## src/rtl/clr_ram_pkg.sv

```systemverilog
package clr_ram_pkg;

  // Edges from read-address capture to the edge that loads rd_q.
  function automatic int unsigned read_latency(int unsigned out_reg);
    return 32'd1 + ((out_reg != 0) ? 32'd1 : 32'd0);
  endfunction

  // Whether the clear reaches the registered read address.
  function automatic bit raddr_clearable(int unsigned dual_port);
    return dual_port != 0;
  endfunction

  function automatic int unsigned depth_of(int unsigned addr_w);
    return 32'd1 << addr_w;
  endfunction

endpackage

```

## src/rtl/clr_ram_in_stage.sv

```systemverilog
module clr_ram_in_stage #(
  parameter int unsigned ADDR_W    = 6,
  parameter int unsigned DATA_W    = 8,
  parameter int unsigned DUAL_PORT = 1
) (
  input  logic              clk,
  input  logic              clr_out,
  input  logic              wr_en,
  input  logic [ADDR_W-1:0] wr_addr,
  input  logic [DATA_W-1:0] wr_data,
  input  logic              rd_en,
  input  logic [ADDR_W-1:0] rd_addr,
  output logic              wr_en_q,
  output logic [ADDR_W-1:0] wr_addr_q,
  output logic [DATA_W-1:0] wr_data_q,
  output logic              rd_en_q,
  output logic [ADDR_W-1:0] rd_addr_q
);

  // Write side and read request: untouched by the clear in every mode.
  always_ff @(posedge clk) begin
    wr_en_q   <= wr_en;
    wr_addr_q <= wr_addr;
    wr_data_q <= wr_data;
    rd_en_q   <= rd_en;
  end

  generate
    if (clr_ram_pkg::raddr_clearable(DUAL_PORT)) begin : g_dual
      logic [ADDR_W-1:0] raddr_r;
      always_ff @(posedge clk or posedge clr_out) begin
        if (clr_out)    raddr_r <= '0;
        else if (rd_en) raddr_r <= rd_addr;
      end
      assign rd_addr_q = raddr_r;
    end else begin : g_single
      logic unused_sp_inputs;
      assign unused_sp_inputs = ^{rd_addr, clr_out};
      assign rd_addr_q = wr_addr_q;
    end
  endgenerate

endmodule

```

## src/rtl/clr_ram_array.sv

```systemverilog
module clr_ram_array #(
  parameter int unsigned ADDR_W = 6,
  parameter int unsigned DATA_W = 8
) (
  input  logic              clk,
  input  logic              wr_en,
  input  logic [ADDR_W-1:0] wr_addr,
  input  logic [DATA_W-1:0] wr_data,
  input  logic [ADDR_W-1:0] rd_addr,
  output logic [DATA_W-1:0] rd_word
);

  localparam int unsigned DEPTH = clr_ram_pkg::depth_of(ADDR_W);

  // No clear input: contents change only through the write port.
  logic [DATA_W-1:0] mem [DEPTH];

  always_ff @(posedge clk) begin
    if (wr_en) mem[wr_addr] <= wr_data;
  end

  // Combinational look-up; the output stage samples it on the same edge
  // as a pending write, so it sees the old word.
  assign rd_word = mem[rd_addr];

endmodule

```

## src/rtl/clr_ram_out_stage.sv

```systemverilog
module clr_ram_out_stage #(
  parameter int unsigned DATA_W  = 8,
  parameter int unsigned OUT_REG = 1
) (
  input  logic              clk,
  input  logic              clr_out,
  input  logic              out_en,
  input  logic              rd_en_q,
  input  logic [DATA_W-1:0] rd_word,
  output logic [DATA_W-1:0] rd_q,
  output logic              q_upd
);

  logic [DATA_W-1:0] lat_r;
  logic              lat_ld;

  // Without an output register the latch is the visible stage and needs out_en.
  assign lat_ld = rd_en_q && ((OUT_REG != 0) || out_en);

  always_ff @(posedge clk or posedge clr_out) begin
    if (clr_out)     lat_r <= '0;
    else if (lat_ld) lat_r <= rd_word;
  end

  generate
    if (OUT_REG != 0) begin : g_oreg
      logic              lat_fresh;
      logic [DATA_W-1:0] oreg_r;
      logic              oreg_ld;

      always_ff @(posedge clk or posedge clr_out) begin
        if (clr_out) lat_fresh <= 1'b0;
        else         lat_fresh <= lat_ld;
      end

      assign oreg_ld = out_en && lat_fresh;

      always_ff @(posedge clk or posedge clr_out) begin
        if (clr_out)      oreg_r <= '0;
        else if (oreg_ld) oreg_r <= lat_r;
      end

      assign rd_q  = oreg_r;
      assign q_upd = oreg_ld;
    end else begin : g_latch
      assign rd_q  = lat_r;
      assign q_upd = lat_ld;
    end
  endgenerate

endmodule

```

## src/rtl/clr_out_ram.sv

```systemverilog
module clr_out_ram #(
  parameter int unsigned DATA_W    = 8,
  parameter int unsigned ADDR_W    = 6,
  parameter int unsigned OUT_REG   = 1,
  parameter int unsigned DUAL_PORT = 1
) (
  input  logic              clk,
  input  logic              clr_out,
  input  logic              wr_en,
  input  logic [ADDR_W-1:0] wr_addr,
  input  logic [DATA_W-1:0] wr_data,
  input  logic              rd_en,
  input  logic [ADDR_W-1:0] rd_addr,
  input  logic              out_en,
  output logic [DATA_W-1:0] rd_q
);

  // Named internal events, also used by the bound checker.
  logic              wr_en_q;
  logic [ADDR_W-1:0] wr_addr_q;
  logic [DATA_W-1:0] wr_data_q;
  logic              rd_en_q;
  logic [ADDR_W-1:0] rd_addr_q;
  logic [DATA_W-1:0] rd_word;
  logic              q_upd;

  clr_ram_in_stage #(
    .ADDR_W(ADDR_W), .DATA_W(DATA_W), .DUAL_PORT(DUAL_PORT)
  ) in_i (
    .clk(clk), .clr_out(clr_out),
    .wr_en(wr_en), .wr_addr(wr_addr), .wr_data(wr_data),
    .rd_en(rd_en), .rd_addr(rd_addr),
    .wr_en_q(wr_en_q), .wr_addr_q(wr_addr_q), .wr_data_q(wr_data_q),
    .rd_en_q(rd_en_q), .rd_addr_q(rd_addr_q)
  );

  clr_ram_array #(
    .ADDR_W(ADDR_W), .DATA_W(DATA_W)
  ) arr_i (
    .clk(clk), .wr_en(wr_en_q), .wr_addr(wr_addr_q), .wr_data(wr_data_q),
    .rd_addr(rd_addr_q), .rd_word(rd_word)
  );

  clr_ram_out_stage #(
    .DATA_W(DATA_W), .OUT_REG(OUT_REG)
  ) out_i (
    .clk(clk), .clr_out(clr_out), .out_en(out_en),
    .rd_en_q(rd_en_q), .rd_word(rd_word),
    .rd_q(rd_q), .q_upd(q_upd)
  );

endmodule

```

## config.mk

```make
export PLATFORM = sky130hd
export DESIGN_NAME = clr_out_ram
export DESIGN_NICKNAME = d
export VERILOG_FILES = /design/src/rtl/clr_ram_pkg.sv /design/src/rtl/clr_ram_in_stage.sv /design/src/rtl/clr_ram_array.sv /design/src/rtl/clr_ram_out_stage.sv /design/src/rtl/clr_out_ram.sv
export SDC_FILE = /design/constraint.sdc
export NUM_CORES = 1
export LEC_CHECK = 0
export CELL_PAD_IN_SITES_DETAIL_PLACEMENT = 1
export CELL_PAD_IN_SITES_GLOBAL_PLACEMENT = 1
export CORE_MARGIN = 4
export CORE_UTILIZATION = 51
export DETAILED_ROUTE_END_ITERATION = 10
export GPL_TIMING_DRIVEN = 0
export HOLD_SLACK_MARGIN = 0.02
export PLACE_DENSITY = 0.81
export REMOVE_ABC_BUFFERS = 1
export SLEW_MARGIN = 20
export SYNTH_ARGS = -nofsm -noshare
export SYNTH_HDL_FRONTEND = slang
export SYNTH_SLANG_ARGS = --single-unit
```

## constraint.sdc

```tcl
create_clock -name clk -period 2.6 [get_ports clk]
set_input_delay 0.39 -clock clk [delete_from_list [all_inputs] [get_ports clk]]
set_output_delay 0.39 -clock clk [all_outputs]
set_load 0.005 [all_outputs]
```

==> metrics.md <==
| Metric | Value |
|---|---|
| Tcrit/Tclk final | 0.975 |
| Area delta synth->final | 14.7% |
| Worst-margin pin slew | just under 1 ns |
| Chip Height | around 210 um |
| Area contributors post-synth | edfxtp_1 73%, mux4_2 13%, dfrtp_1 2.7% |
| Setup crit start | in_i.wr_addr_q[1]$_DFF_P_ |
| DP HPWL | ~30 mm |
| Tot Pwr | 19.0 mW |
| Die ar. | approximately 0.045 sq mm |
| R2R Path End | arr_i.mem[59][0]$_DFFE_PP_ |
| Peak supply drop | roughly 0.00061 V |
| CP endpoint kind | flip-flop |
| Filler Cell Count | about 3400 |
| Post-synth top area cell | edfxtp_1 |
| Worst hold path type | input pin to async pin |
| Clk sinks | 551 |
| Seq/Total Area, Yosys | 0.772 |
| Clk_lat worst skew | ~0.6 ns |
| Slew margin rel. | 0.355 |
| Status | completed |
| Share of cells above drive strength 1 | 0.255 |
| WP data arrival | 2.76 ns |
| Largest net degree at the start of global routing | 45 |
| WL per Instance | ~30 um |
| Router iterations before antenna repair | 8 |
| Final Wtd Congestion | slightly above 0.8 |
| Synth Register Bits | between 500 and 600 |
| Clock skew | about 0.014 ns |
| Vias per inst | between 6 and 7 |
| Fin util | 0.592 |
| Startpoint Class | flip-flop |
| Final Critical Period | 2.54 ns |
| CTS tree | yes |
| Synthesized cell area | roughly 0.021 sq mm |
| Clock transition at the registers of the reported paths | 0.06 ns |
| Die X-Extent | 211 um |
| CTS Buffer Depth | 3 |
| Starting density of the core | 0.516 |
| Gr usage total | 0.222 |
| Maximum clock frequency | between 300 and 400 MHz |
| Row cnt | 74 |
| DRC viols | 0 |
| Slew Limit Fails | 0 |
| Post-route cell area | between 0.02 and 0.025 sq mm |
| Syn. warnings | 0 |
| Crit Path Class | flip-flop to flip-flop |
| First-pass GRT wire length | approximately 73 mm |
| Num CTS Buffers | 54 |
| Port Buf Inserts | 32 |
| CORE AREA | approximately 0.041 sq mm |
| # IOs | 33 |
| H-tree Lvls | 2 |
| DP Area | about 0.022 sq mm |
| Req. time, crit path | 2.83 ns |
| Unrepaired setup endpoints after global routing | yes |
| Root buf cell | clkbuf_16 |
| CP max FO | 10 |
| ANT cells | 0 |
| R2R Setup Slk | around 0.064 ns |
| Cells after Synth | between 900 and 1000 |
| CP Capture Point | arr_i.mem[59][0]$_DFFE_PP_ |
| Global route total overflow | 0 |
| Cell Pwr Density | roughly 790 mW/mm^2 |
| Routed via count | around 10000 |
| TNS Setup | 0 ns |
| Vias in the first global route | roughly 11000 |
| Cts hold-fix bufs | 0 |
| Share of the synthesized area in the top cell type | 0.729 |
| Worst reg2reg startpoint | in_i.wr_addr_q[1]$_DFF_P_ |
| Final #Nets | roughly 1100 |
| P_leak | around 7.7 nW |
| Initial antenna violation count | 1 |
| Detail Route Antenna Nets | 0 |
| Avg Cell Area, Syn | 21.2 sq um |
| Netlist cell types | 29 |
| DRT Wirelength | between 40 and 50 mm |
| Iter 0 DRT Violations | 1093 |
| Setup ws final | 0.0639 ns |
| Hold violation count in the final report | 0 |
| FF-to-FF path depth | 3 |
| Worst slack, placed | -0.758 ns |
| Total of max-cap violations | 0 |
| Setup violations, final | 0 |
## sequential cells by signal, indices dropped and copies added (netlist names)
register,flops
out_i.rd_q,8
in_i.rd_addr_q,6
in_i.wr_en_q,1
in_i.wr_addr_q,6
in_i.rd_en_q,1
arr_i.mem,512
out_i.lat_r,8
out_i.g_oreg.lat_fresh,1
in_i.wr_data_q,8
## routing by layer
metal | vias to the layer above | GRT usage | routed length (um)
met5 | - | 0 | 10
met4 | 2 | 0.0731 | 1580
met3 | 100 | 0.0453 | 3250
met2 | 399 | 0.365 | 24700
met1 | 5350 | 0.306 | 19500
li1 | 4215 | - | -
## cells in the mapped netlist
cell type  number
a221oi_1        8
a22oi_1        16
and2_1          2
buf_1           7
buf_2          17
buf_4           2
buf_6           5
clkbuf_1       25
dfrtp_1        23
dfxtp_1        16
edfxtp_1      512
inv_1           9
mux2_2         38
mux2i_1        40
mux4_2        120
nand2_1        16
nand2b_1        5
nand3_1        13
nand3b_1        2
nand4_1         2
nand4b_1        1
nor2_1         74
nor2b_1         6
nor3_1          2
o21ai_0         8
o221ai_1       16
o22ai_1         8
or3_1           1
or3b_2          1
## metrics by stage
step,hold WS (ns),instances
after detailed placement,0.530,1518
final,0.197,1630
after floorplan,0.392,939
after CTS,0.190,1628
after global routing,0.185,1630
after global placement,0.519,1503
## how the worst min path moves through the flow
| stage | from | to | slack, ns | cells after the start |
|---|---|---|---|---|
| 2_1_floorplan | clr_out | in_i.rd_addr_q[0]$_DFFE_PP0P_ | 0.39 | 1 |
| 3_3_place_gp | out_i.lat_r[1]$_DFFE_PP0P_ | out_i.rd_q[1]$_DFFE_PP0P_ | 0.52 | 2 |
| 3_5_place_dp | out_i.lat_r[5]$_DFFE_PP0P_ | out_i.rd_q[5]$_DFFE_PP0P_ | 0.53 | 2 |
| 5_1_grt | wr_data[2] | in_i.wr_data_q[2]$_DFF_P_ | 0.19 | 1 |
| 4_1_cts | wr_data[4] | in_i.wr_data_q[4]$_DFF_P_ | 0.19 | 1 |
| 6_report | clr_out | in_i.rd_addr_q[5]$_DFFE_PP0P_ | 0.20 | 2 |
## where the power goes
group	leakage (nW)	internal (mW)	switching [mW]
combinational	1.89	0.808	0.861
clock	0.805	4.08	3.26
sequential	5.02	9.83	0.185
total	7.72	14.7	4.31
## cells in the final DEF, fill, tap and decap left out, types with 20 or more instances in the layout
| cell | instances |
|---|---|
| clkbuf_16 | 55 |
| clkdlybuf4s50_1 | 32 |
| clkinv_1 | 20 |
| dfrtp_1 | 20 |
| edfxtp_1 | 512 |
| mux2_2 | 38 |
| mux2i_1 | 40 |
| mux4_2 | 120 |
| nor2_1 | 72 |
## cell type report
type / count / area, sq um / area share
Sequential cell: 551 / 16300 / 0.674
Multi-Input combinational cell: 379 / 4560 / 0.189
Clock buffer: 68 / 1430 / 0.0593
Timing Repair Buffer: 59 / 973 / 0.0403
Tap cell: 532 / 666 / 0.0275
Clock inverter: 32 / 205 / 0.00849
Inverter: 9 / 33.8 / 0.00140
## critical path, cell delays in order, from the launching register on
cell     delay, ns
dfxtp_1       0.62
nor2b_1       0.28
nand3_1       0.44
nor2_1        0.82
## cell families after synthesis
family,after synthesis,share of synthesized area
AOI/OAI and AO/OA,56,0.0199
buffers and inverters,65,0.0147
DFF,551,0.772
and+or+nand+nor,125,0.0259
muxes,198,0.168
## timing repair
item	CTS	global route
resized for setup	4	7
pin swaps	1	0
setup endpoints to repair	8	17
cloned	6	1
buffers inserted	4	1
Power figures use the tool's default switching activity.
